<file path="src/rtl/sdram_cmd_pkg.sv">
package sdram_cmd_pkg;

  typedef enum logic [3:0] {
    CMD_NOP      = 4'd0,
    CMD_DESEL    = 4'd1,
    CMD_ACT      = 4'd2,
    CMD_RD       = 4'd3,
    CMD_RD_AP    = 4'd4,
    CMD_WR       = 4'd5,
    CMD_WR_AP    = 4'd6,
    CMD_PRE      = 4'd7,
    CMD_PRE_ALL  = 4'd8,
    CMD_REF      = 4'd9,
    CMD_SR_ENTER = 4'd10,
    CMD_SR_EXIT  = 4'd11,
    CMD_TERM     = 4'd12,
    CMD_MODE     = 4'd13,
    CMD_SUSPEND  = 4'd14
  } cmd_e;

endpackage

</file>
<file path="src/rtl/sdram_cmd_decode.sv">
module sdram_cmd_decode
  import sdram_cmd_pkg::*;
(
  input  logic cs_n,
  input  logic ras_n,
  input  logic cas_n,
  input  logic we_n,
  input  logic cke,
  input  logic ap_bit,
  output cmd_e raw_cmd
);

  always_comb begin
    raw_cmd = CMD_NOP;
    if (cs_n) begin
      raw_cmd = CMD_DESEL;
    end else begin
      unique case ({ras_n, cas_n, we_n})
        3'b111: raw_cmd = CMD_NOP;
        3'b011: raw_cmd = CMD_ACT;
        3'b101: raw_cmd = ap_bit ? CMD_RD_AP : CMD_RD;
        3'b100: raw_cmd = ap_bit ? CMD_WR_AP : CMD_WR;
        3'b010: raw_cmd = ap_bit ? CMD_PRE_ALL : CMD_PRE;
        3'b001: raw_cmd = cke ? CMD_REF : CMD_SR_ENTER;
        3'b110: raw_cmd = CMD_TERM;
        3'b000: raw_cmd = CMD_MODE;
        default: raw_cmd = CMD_NOP;
      endcase
    end
  end

endmodule

</file>
<file path="src/rtl/sdram_power_ctl.sv">
module sdram_power_ctl (
  input  logic clk,
  input  logic rst_n,
  input  logic cke,
  input  logic sr_enter,
  output logic cke_prev,
  output logic in_sr
);

  logic cke_prev_d;
  logic in_sr_d;

  always_comb begin
    cke_prev_d = cke;
    in_sr_d    = in_sr;
    if (in_sr) begin
      if (cke) in_sr_d = 1'b0;
    end else if (sr_enter) begin
      in_sr_d = 1'b1;
    end
  end

  always_ff @(posedge clk or negedge rst_n) begin
    if (!rst_n) begin
      cke_prev <= 1'b0;
      in_sr    <= 1'b0;
    end else begin
      cke_prev <= cke_prev_d;
      in_sr    <= in_sr_d;
    end
  end

  // self-refresh holds while clock enable stays low, ends once it is high
  p_sr_hold_r7: assert property (@(posedge clk) disable iff (!rst_n)
    (in_sr && !cke) |=> in_sr);
  p_sr_exit_r7: assert property (@(posedge clk) disable iff (!rst_n)
    (in_sr && cke) |=> !in_sr);

endmodule

</file>
<file path="src/rtl/sdram_bank_slot.sv">
module sdram_bank_slot #(
  parameter int ROW_W     = 12,
  parameter int BURST_LEN = 4
) (
  input  logic             clk,
  input  logic             rst_n,
  input  logic             tick,
  input  logic             do_open,
  input  logic             do_close,
  input  logic             do_ap,
  input  logic [ROW_W-1:0] row_in,
  output logic             open_o,
  output logic             pend_o,
  output logic [ROW_W-1:0] row_o
);

  localparam int CNT_W = $clog2(BURST_LEN + 1);

  logic             open_d, pend_d;
  logic [CNT_W-1:0] cnt_q, cnt_d;
  logic [ROW_W-1:0] row_d;
  logic             row_en;

  always_comb begin
    open_d = open_o;
    pend_d = pend_o;
    cnt_d  = cnt_q;
    row_d  = row_o;
    row_en = 1'b0;
    if (tick) begin
      if (do_close) begin
        open_d = 1'b0;
        pend_d = 1'b0;
        cnt_d  = '0;
      end else if (do_open) begin
        open_d = 1'b1;
        row_d  = row_in;
        row_en = 1'b1;
      end else if (do_ap) begin
        pend_d = 1'b1;
        cnt_d  = CNT_W'(BURST_LEN);
      end else if (pend_o) begin
        if (cnt_q == CNT_W'(1)) begin
          open_d = 1'b0;
          pend_d = 1'b0;
          cnt_d  = '0;
        end else begin
          cnt_d = cnt_q - CNT_W'(1);
        end
      end
    end
  end

  always_ff @(posedge clk or negedge rst_n) begin
    if (!rst_n) begin
      open_o <= 1'b0;
      pend_o <= 1'b0;
      cnt_q  <= '0;
    end else begin
      open_o <= open_d;
      pend_o <= pend_d;
      cnt_q  <= cnt_d;
    end
  end

  always_ff @(posedge clk or negedge rst_n) begin
    if (!rst_n) begin
      row_o <= '0;
    end else if (row_en) begin
      row_o <= row_d;
    end
  end

  // the last step of an automatic-close countdown leaves the bank idle
  p_ap_close_r4: assert property (@(posedge clk) disable iff (!rst_n)
    (tick && pend_o && cnt_q == CNT_W'(1) && !do_open) |=> !open_o);
  // a bank only opens through an accepted activate
  p_open_source_r2: assert property (@(posedge clk) disable iff (!rst_n)
    $rose(open_o) |-> $past(do_open && tick));

endmodule

</file>
<file path="src/rtl/sdram_cmd_tracker.sv">
module sdram_cmd_tracker
  import sdram_cmd_pkg::*;
#(
  parameter int BA_W      = 2,
  parameter int ROW_W     = 12,
  parameter int AP_BIT    = 10,
  parameter int BURST_LEN = 4
) (
  input  logic                        clk,
  input  logic                        rst_n,
  input  logic                        cs_n,
  input  logic                        ras_n,
  input  logic                        cas_n,
  input  logic                        we_n,
  input  logic                        cke,
  input  logic [BA_W-1:0]             ba,
  input  logic [ROW_W-1:0]            addr,
  output logic [3:0]                  cmd_code,
  output logic                        cmd_illegal,
  output logic [(1<<BA_W)-1:0]        bank_open,
  output logic [(1<<BA_W)*ROW_W-1:0]  bank_row,
  output logic                        self_refresh
);

  localparam int NB = 1 << BA_W;

  cmd_e          raw_cmd, cmd_d, cmd_q;
  logic          illegal_d, illegal_q;
  logic          cke_prev, in_sr, tick, suspended, sr_enter;
  logic [NB-1:0] pend, do_open, do_close, do_ap;
  logic          sel_open, sel_pend, any_open;

  sdram_cmd_decode u_decode (
    .cs_n    (cs_n),
    .ras_n   (ras_n),
    .cas_n   (cas_n),
    .we_n    (we_n),
    .cke     (cke),
    .ap_bit  (addr[AP_BIT]),
    .raw_cmd (raw_cmd)
  );

  sdram_power_ctl u_power (
    .clk      (clk),
    .rst_n    (rst_n),
    .cke      (cke),
    .sr_enter (sr_enter),
    .cke_prev (cke_prev),
    .in_sr    (in_sr)
  );

  assign tick      = !in_sr && cke_prev;
  assign suspended = !in_sr && !cke_prev;
  assign sel_open  = bank_open[ba];
  assign sel_pend  = pend[ba];
  assign any_open  = |bank_open;

  always_comb begin
    if (in_sr)         cmd_d = cke ? CMD_SR_EXIT : CMD_SUSPEND;
    else if (!cke_prev) cmd_d = CMD_SUSPEND;
    else               cmd_d = raw_cmd;
  end

  always_comb begin
    illegal_d = 1'b0;
    if (tick) begin
      unique case (cmd_d)
        CMD_ACT:                   illegal_d = sel_open;
        CMD_RD, CMD_RD_AP,
        CMD_WR, CMD_WR_AP:         illegal_d = !sel_open || sel_pend;
        CMD_REF, CMD_SR_ENTER:     illegal_d = any_open;
        CMD_MODE:                  illegal_d = any_open || (ba != '0) || addr[AP_BIT];
        default:                   illegal_d = 1'b0;
      endcase
    end
  end

  assign sr_enter = tick && (cmd_d == CMD_SR_ENTER) && !illegal_d;

  always_comb begin
    for (int i = 0; i < NB; i++) begin
      do_open[i]  = tick && !illegal_d && (cmd_d == CMD_ACT) && (ba == BA_W'(i));
      do_ap[i]    = tick && !illegal_d && (cmd_d == CMD_RD_AP || cmd_d == CMD_WR_AP)
                    && (ba == BA_W'(i));
      do_close[i] = tick && ((cmd_d == CMD_PRE && ba == BA_W'(i)) || cmd_d == CMD_PRE_ALL);
    end
  end

  for (genvar g = 0; g < NB; g++) begin : g_bank
    sdram_bank_slot #(
      .ROW_W     (ROW_W),
      .BURST_LEN (BURST_LEN)
    ) u_slot (
      .clk      (clk),
      .rst_n    (rst_n),
      .tick     (tick),
      .do_open  (do_open[g]),
      .do_close (do_close[g]),
      .do_ap    (do_ap[g]),
      .row_in   (addr),
      .open_o   (bank_open[g]),
      .pend_o   (pend[g]),
      .row_o    (bank_row[g*ROW_W +: ROW_W])
    );
  end

  always_ff @(posedge clk or negedge rst_n) begin
    if (!rst_n) begin
      cmd_q     <= CMD_NOP;
      illegal_q <= 1'b0;
    end else begin
      cmd_q     <= cmd_d;
      illegal_q <= illegal_d;
    end
  end

  assign cmd_code     = cmd_q;
  assign cmd_illegal  = illegal_q;
  assign self_refresh = in_sr;

  // deselect while clocking is active reports code 1
  p_desel_r1: assert property (@(posedge clk) disable iff (!rst_n)
    (!in_sr && cke_prev && cs_n) |=> (cmd_code == CMD_DESEL));
  // a suspended cycle leaves every bank untouched
  p_suspend_freeze_r9: assert property (@(posedge clk) disable iff (!rst_n)
    suspended |=> $stable(bank_open));
  // all-bank precharge leaves nothing open
  p_prea_r5: assert property (@(posedge clk) disable iff (!rst_n)
    (cmd_code == CMD_PRE_ALL) |-> (bank_open == '0));
  // an accepted refresh finds and leaves every bank idle
  p_refresh_idle_r6: assert property (@(posedge clk) disable iff (!rst_n)
    (cmd_code == CMD_REF && !cmd_illegal) |-> (bank_open == '0));

endmodule

</file>
<file path="config.mk">
export PLATFORM = sky130hd
export DESIGN_NAME = sdram_cmd_tracker
export DESIGN_NICKNAME = d
export VERILOG_FILES = /design/src/rtl/sdram_cmd_pkg.sv /design/src/rtl/sdram_cmd_decode.sv /design/src/rtl/sdram_power_ctl.sv /design/src/rtl/sdram_bank_slot.sv /design/src/rtl/sdram_cmd_tracker.sv
export SDC_FILE = /design/constraint.sdc
export NUM_CORES = 1
export LEC_CHECK = 0
export ABC_AREA = 1
export BUFFER_PORTS_ARGS = -buffer_cell sky130_fd_sc_hd__buf_2
export CORE_MARGIN = 2
export CORE_UTILIZATION = 55
export DETAILED_ROUTE_END_ITERATION = 10
export GPL_TIMING_DRIVEN = 0
export PLACE_DENSITY = 0.78
export SLEW_MARGIN = 20
export SYNTH_ARGS = -nofsm -noshare
export SYNTH_HDL_FRONTEND = slang
export SYNTH_SLANG_ARGS = --single-unit
</file>
<file path="constraint.sdc">
create_clock -name clk -period 2.6 [get_ports clk]
set_input_delay 0.52 -clock clk [delete_from_list [all_inputs] [get_ports clk]]
set_output_delay 0.52 -clock clk [all_outputs]
set_load 0.05 [all_outputs]
</file>
==> results of run 1 <==
cell usage after synthesis, types with 2 or more instances:
library cell	n	share of area
buf_6	6	0.017
buf_4	4	0.0074
o21ai_2	35	0.076
nand2_2	31	0.048
o21ai_1	16	0.020
nand2_4	10	0.028
nand2_1	99	0.092
nand4_1	3	0.0046
ha_1	8	0.025
nand3_1	14	0.017
buf_2	2	0.0025
inv_2	4	0.0037
o211ai_1	2	0.0037
inv_1	43	0.040
nor2_1	27	0.025
o21ai_0	20	0.025
a31oi_4	4	0.021
dfrtp_1	75	0.46
nand4_2	5	0.015
nor3_1	2	0.0025
nor2_4	3	0.0083
nor2_2	3	0.0046
a21oi_1	2	0.0025
xor2_1	3	0.0065
nand3_2	4	0.0099
worst max-delay path: stages, from the launching register on:
cell and delay [ps]:
dfrtp_1 390, inv_1 110, nand2_4 140, inv_1 100, clkbuf_4 240, nand2_4 100
nand3_4 120, nand2_1 70, nand3_1 70, nand2_1 80, nor2_4 170, buf_12 170
nand4_2 150, o21ai_0 160, nand3_1 130, o21ai_1 110
layer usage:
metal,wire length (um),vias up,track usage
met5,0,-,0
met4,97,0,0.06795
met3,488,8,0.06119
met2,4445,70,0.3883
met1,3743,1566,0.2948
li1,-,1584,-
cell type report:
class,instances,share of cell area
multi-input combinational,300,0.3896
clock buffer,9,0.02594
clock inverter,7,0.01231
buffer,14,0.02829
inverter,47,0.03694
sequential,75,0.3930
tap,99,0.02594
timing repair buffer,79,0.08803
layout by cell type, fill, tap and decap left out, drive strengths merged:
cell type / instances
o21bai: 1
inv: 51
nand3b: 1
a31oi: 4
a22oi: 1
clkinvlp: 1
xnor2: 1
ha: 8
nand4: 8
nand3: 19
a21oi: 3
o211ai: 2
nand2: 140
nor4: 1
o21ai: 71
nor3: 2
dfrtp: 75
a221oi: 1
xor2: 3
clkinv: 2
clkbuf: 11
nor2: 34
buf: 91
power by group through the flow:
stage	registers [uW]	logic, uW	clock network (uW)
floorplan	2660	1400	0
global placement	1830	2750	0
detailed placement	1840	2830	0
CTS	1820	2840	880
global route	1870	3050	922
finish	1820	2820	855
sequential cells by signal (all words and copies together) (netlist names):
name,count
u_power.cke_prev,1
g_bank.u_slot.open_o,4
g_bank.u_slot.pend_o,4
cmd_illegal,1
u_power.in_sr,1
g_bank.u_slot.cnt_q,12
cmd_code,4
g_bank.u_slot.row_o,48
through the flow:
step	utilization	setup TNS [ps]	setup WS, ps	instances
final	0.6656	0	194.7	630
after CTS	0.6652	0	131.6	630
after detailed placement	0.6398	-93.58	-15.86	614
after floorplan	-	0	85.48	436
after global placement	0.6356	0	26.05	613
after global routing	0.6656	0	2.155	630
path summary, 6_finish.rpt:
check                                          start                         end  slack [ps]  cells after the start
setup / recovery                       u_power.in_sr     g_bank[2].u_slot.pend_o         190                     15
setup reg to reg                       u_power.in_sr     g_bank[2].u_slot.pend_o         190                     15
min in group clk                                 cke            u_power.cke_prev         330                      1
max in group asynchronous                      rst_n  g_bank[0].u_slot.row_o[11]        2000                      2
hold / removal                                 rst_n   g_bank[1].u_slot.row_o[3]          30                      1
hold reg to reg            g_bank[1].u_slot.row_o[7]   g_bank[1].u_slot.row_o[7]         480                      2
kinds of logic after synthesis:
group,share of synthesized area
and+or+nand+nor,0.2681
AOI/OAI and AO/OA,0.1583
DFF,0.4638
buffers and inverters,0.07637
adders and majority gates,0.02474
xor gates and xnor gates,0.008660
timing repair:
action / in CTS / in global routing
endpoints found under the setup margin: 0 / 36
gates resized for setup: 0 / 1
buffers inserted: 0 / 0
==> summary.txt, run 1 <==
STA
  – FMAX: 415.7 MHz
  – Least-Margin Pin Slew: 457.9 ps
  – Final Max Tran Viols: 0
  – Final Setup Violations: 0
  – Rel. slew slack: 0.6936
  – RSZ-0062 raised after global routing: no
  – Final Critical Period: between 2000 and 2500 ps
  – Layout Skew: 13.18 ps
  – Final hold slack: 27.15 ps
  – Final hold viol count: 0
  – Final period util: 0.9251

Floorplan
  – Die Width: approximately 90 um
  – Full die area: between 8000 and 9000 um^2
  – Row cnt: 31
  – Initial Utilization: 0.5639
  – DIE HEIGHT: ~90 um
  – Ports: about 80
  – Core Box Area: 7176 um^2

Synthesis
  – Cell variety after synth: 36
  – Syn. warnings: 0
  – Flop and latch count out of synthesis: 75
  – Synth Net Count: 465
  – Sequential area share after synthesis: 0.4638
  – Syn Area/Cell: between 9 and 10 um^2
  – Synth async-reset ratio: 1.000
  – Top_reg_cell synth: dfrtp_1
  – Synthesized cell area: approximately 4000 um^2
  – Post-synth EDFFs: 0
  – Synth Instances: about 440

Cells and area
  – Syn-to-layout area delta: 18.03%
  – Sequential cell area: around 1900 um^2
  – Diode count: 0
  – Fillers: ~580
  – Nets: 555
  – Finished Cell Area: ~4800 um^2
  – Layout cell share with drive strength beyond 1: 0.3992
  – Multi-input gate area: ~1900 um^2

Job
  – Max Cap Viol: 0

Drt
  – First DRT Iteration DRCs: 200
  – Drt wl/cell: about 14 um
  – DRT Wirelength: between 8000 and 9000 um
  – Residual DRC: 0
  – Number of routed nets with antenna violations: 0
  – Via Count: approximately 3.2k
  – Pre-Repair DR Iteration Count: 4
  – Vias per inst: 5.124

Place
  – Number of port buffers: 78
  – GP Congestion: about 0.89
  – Placed Area: 4591 um^2
  – DP HPWL: about 6600 um

Power
  – Peak supply drop: between 600 and 700 uV
  – Clock power share: 0.156
  – Power Dens Cells: approximately 1200 nW/um^2
  – Switching part of the total power: 0.5009
  – P_int: ~2700 uW
  – Sequential share of power: 0.332
  – Logic pwr share: 0.513
  – Sw power: around 2800 uW
  – Final Power: 5495 uW
  – P_leak: between 0.002 and 0.003 uW

Clocking
  – Clock Sinks: 75
  – Total CTS buffers: 9
  – Worst-path clk slew: about 90 ps
  – Clk_lat worst skew: between 300 and 400 ps
  – Clock tree buffer depth: 2
  – CTS root buffer: clkbuf_8
  – Hold Buf Count CTS: 0
  – H-tree depth: 3
  – CTS tree: done

Worst hold path
  – Hold Path Class: primary input to asynchronous set/reset pin

Setup path
  – Crit end category: register
  – Crit Path Class: register to register
  – Crit-path max FO: 10
  – Critical path arrival: around 2700 ps
  – Startpoint class of the critical path: register
  – Worst EP required: approximately 2900 ps

Outcome
  – Status: completed

GRT
  – Overall Global Routing Usage: 0.2306
  – First-pass GRT wire length: ~15,000 um
  – Vias in the first global route: between 3k and 4k
  – Largest net degree at the start of global routing: around 60
  – Initial antenna violation count: 0
  – Grt ovf: 0
Power figures use the tool's default switching activity.
==> inputs of run 2 (changes only) <==
- CORE_ASPECT_RATIO: default -> 0.5
==> summary.txt, run 2 (synthesis results as in run 1) <==
Outcome
  – Status: completed (unchanged)

STA
  – Final hold slack: 43.45 ps (was 27.15 ps)
  – Layout Skew: 6.535 ps (was 13.18 ps)
  – FMAX: 416.1 MHz (was 415.7 MHz)
  – Final WS setup: 196.6 ps (was 194.7 ps)
  – Final Setup Violations: 0 (unchanged)
  – Final Critical Period: 2403 ps (was 2405 ps)
  – Final period util: 0.9244 (was 0.9251)
  – Final hold viol count: 0 (unchanged)
  – Final Max Tran Viols: 0 (unchanged)
  – Rel. slew slack: 0.7006 (was 0.6936)
  – Least-Margin Pin Slew: 447.5 ps (was 457.9 ps)

Cells and area
  – Final Util: 0.6742 (was 0.6656)
  – Most flop-heavy register: g_bank.u_slot.row_o (unchanged)
  – Layout cell share with drive strength beyond 1: 0.3974 (was 0.3992)
  – Highest-count cells in the layout ignoring fill and taps: nand2_1, buf_2, dfrtp_1 (unchanged)
  – Top Registers: g_bank.u_slot.row_o (48), g_bank.u_slot.cnt_q (12) (unchanged)
  – Layout Cells excl Fill: 627 (was 630)
  – Syn-to-layout area delta: 20.62% (was 18.03%)
  – Nets: 555 (unchanged)
  – Largest register FFs: 48 (unchanged)
  – Commonest non-fill, non-tap cell in the layout: nand2_1 (unchanged)
  – Diode count: 0 (unchanged)

Floorplan
  – Core Box Area: 7239 um^2 (was 7176 um^2)
  – Die Width: 125.3 um (was 89.78 um)
  – Ports: 79 (unchanged)
  – Initial Utilization: 0.5589 (was 0.5639)
  – Row cnt: 22 (was 31)
  – Full die area: 8101 um^2 (was 8060 um^2)
  – DIE HEIGHT: 64.65 um (was 89.78 um)

Drt
  – Residual DRC: 0 (unchanged)
  – Drt wl/cell: 13.97 um (was 13.93 um)
  – DRT Wirelength: 8759 um (was 8775 um)
  – Vias per inst: 5.072 (was 5.124)
  – First DRT Iteration DRCs: 165 (was 200)
  – Pre-Repair DR Iteration Count: 4 (unchanged)
  – Via Count: 3,180 (was 3,228)
  – Number of routed nets with antenna violations: 0 (unchanged)

Power
  – Clock power share: 0.200 (was 0.156)
  – Power Dens Cells: 1187 nW/um^2 (was 1151 nW/um^2)
  – P_int: 3059 uW (was 2742 uW)
  – Switching part of the total power: 0.4721 (was 0.5009)
  – Sequential share of power: 0.315 (was 0.332)
  – P_leak: 0.002691 uW (was 0.002666 uW)
  – Sw power: 2735 uW (was 2752 uW)
  – Logic pwr share: 0.485 (was 0.513)
  – Peak supply drop: 679.3 uV (was 672.8 uV)

Place
  – Placed Cells: 611 (was 614)
  – DP HPWL: 6257 um (was 6576 um)
  – GP Congestion: 0.7685 (was 0.8906)
  – DP Worst Slack: -75.52 ps (was -15.86 ps)
  – Number of port buffers: 78 (unchanged)

Clocking
  – Hold Buf Count CTS: 0 (unchanged)
  – CTS root buffer: clkbuf_16 (was clkbuf_8)
  – H-tree depth: 3 (unchanged)
  – Clk_lat worst skew: 340 ps (was 360 ps)
  – Clock Sinks: 75 (unchanged)
  – CTS tree: done (unchanged)
  – Setup Buffers After CTS: 0 (unchanged)
  – Total CTS buffers: 9 (unchanged)
  – Resize count post-CTS: 0 (unchanged)
  – Worst-path clk slew: 60 ps (was 90 ps)
  – Clock tree buffer depth: 2 (unchanged)

GRT
  – First-pass GRT wire length: 14,800 um (was 14,970 um)
  – Largest net degree at the start of global routing: 59 (unchanged)
  – Initial antenna violation count: 0 (unchanged)
  – Vias in the first global route: 3,099 (was 3,114)
  – Grt ovf: 0 (unchanged)
  – Overall Global Routing Usage: 0.2358 (was 0.2306)

Setup path
  – Critical path arrival: 2630 ps (was 2690 ps)
  – Startpoint class of the critical path: register (unchanged)
  – Worst EP required: 2820 ps (was 2880 ps)
  – Crit Path Class: register to register (unchanged)
  – Crit-path max FO: 10 (unchanged)
  – Crit end category: register (unchanged)

Worst hold path
  – Hold Path Class: primary input to asynchronous set/reset pin (unchanged)

Job
  – Max Cap Viol: 0 (unchanged)
run 2: cell types whose count changed in the layout (fill, tap and decap cells not counted), moves of 2 or more:
cell / change
clkinvlp_4: +2
inv_6: -2
clkbuf_16: +9
clkbuf_8: -8
run 2: power groups by stage:
stage                     combinational, uW  sequential (uW)  clock, uW
after floorplan                        1400             2660          0
after global placement                 2750             1820          0
after detailed placement               2820             1830          0
after CTS                              2820             1820       1180
after global routing                   3070             1870       1230
final                                  2810             1820       1160
run 2: metal layers:
metal | part of all wire | wire length [um] | global-route usage | vias up
li1 | - | - | - | 1596
met1 | 0.46 | 4026 | 0.2998 | 1520
met2 | 0.48 | 4187 | 0.3811 | 54
met3 | 0.049 | 431 | 0.09661 | 10
met4 | 0.013 | 112 | 0.05833 | 0
met5 | 0 | 0 | 0 | -
run 2: worst max-delay path: stages (launching register included):
cell and delay (ps):
dfrtp_1 390, inv_1 110, nand2_4 140, inv_1 120
buf_6 180, nand2_4 90, nand2_4 90, nand3_1 90
nand3_2 90, nand2_2 60, nor2_4 180, nand2_2 90
nor2_4 210, nand2_4 140, buf_6 190, nand2_1 60
o21ai_1 60
run 2: final cells by class:
| cell class | instances | area, um^2 |
|---|---|---|
| clock inverters | 5 | 36.28 |
| clock buffers | 11 | 242.7 |
| inverters | 47 | 176.4 |
| repair buffers | 79 | 420.4 |
| well taps | 96 | 120.1 |
| multi-input cells | 300 | 1869 |
| flip-flops and latches | 75 | 1877 |
| plain buffers | 14 | 138.9 |
| fillers | 586 | 2359 |
run 2: metrics by stage:
step | cell area (um^2) | setup TNS (ps) | total power [uW]
6_report | 4881 | 0 | 5794
5_1_grt | 4881 | -1.888 | 6163
4_1_cts | 4866 | 0 | 5823
3_5_place_dp | 4587 | -903.2 | 4651
3_3_place_gp | 4557 | -16.10 | 4578
2_1_floorplan | 4046 | 0 | 4063
run 2: worst paths after layout:
path	start	to	slack, ps	cells after the start
max	u_power.in_sr	g_bank[0].u_slot.row_o[7]	200	16
min	rst_n	g_bank[1].u_slot.row_o[5]	40	1
max reg2reg	u_power.in_sr	g_bank[0].u_slot.row_o[7]	200	16
min reg2reg	g_bank[1].u_slot.row_o[1]	g_bank[1].u_slot.row_o[1]	470	2
max in group asynchronous	rst_n	g_bank[0].u_slot.cnt_q[0]	1990	2
min in group clk	cke	u_power.cke_prev	350	1
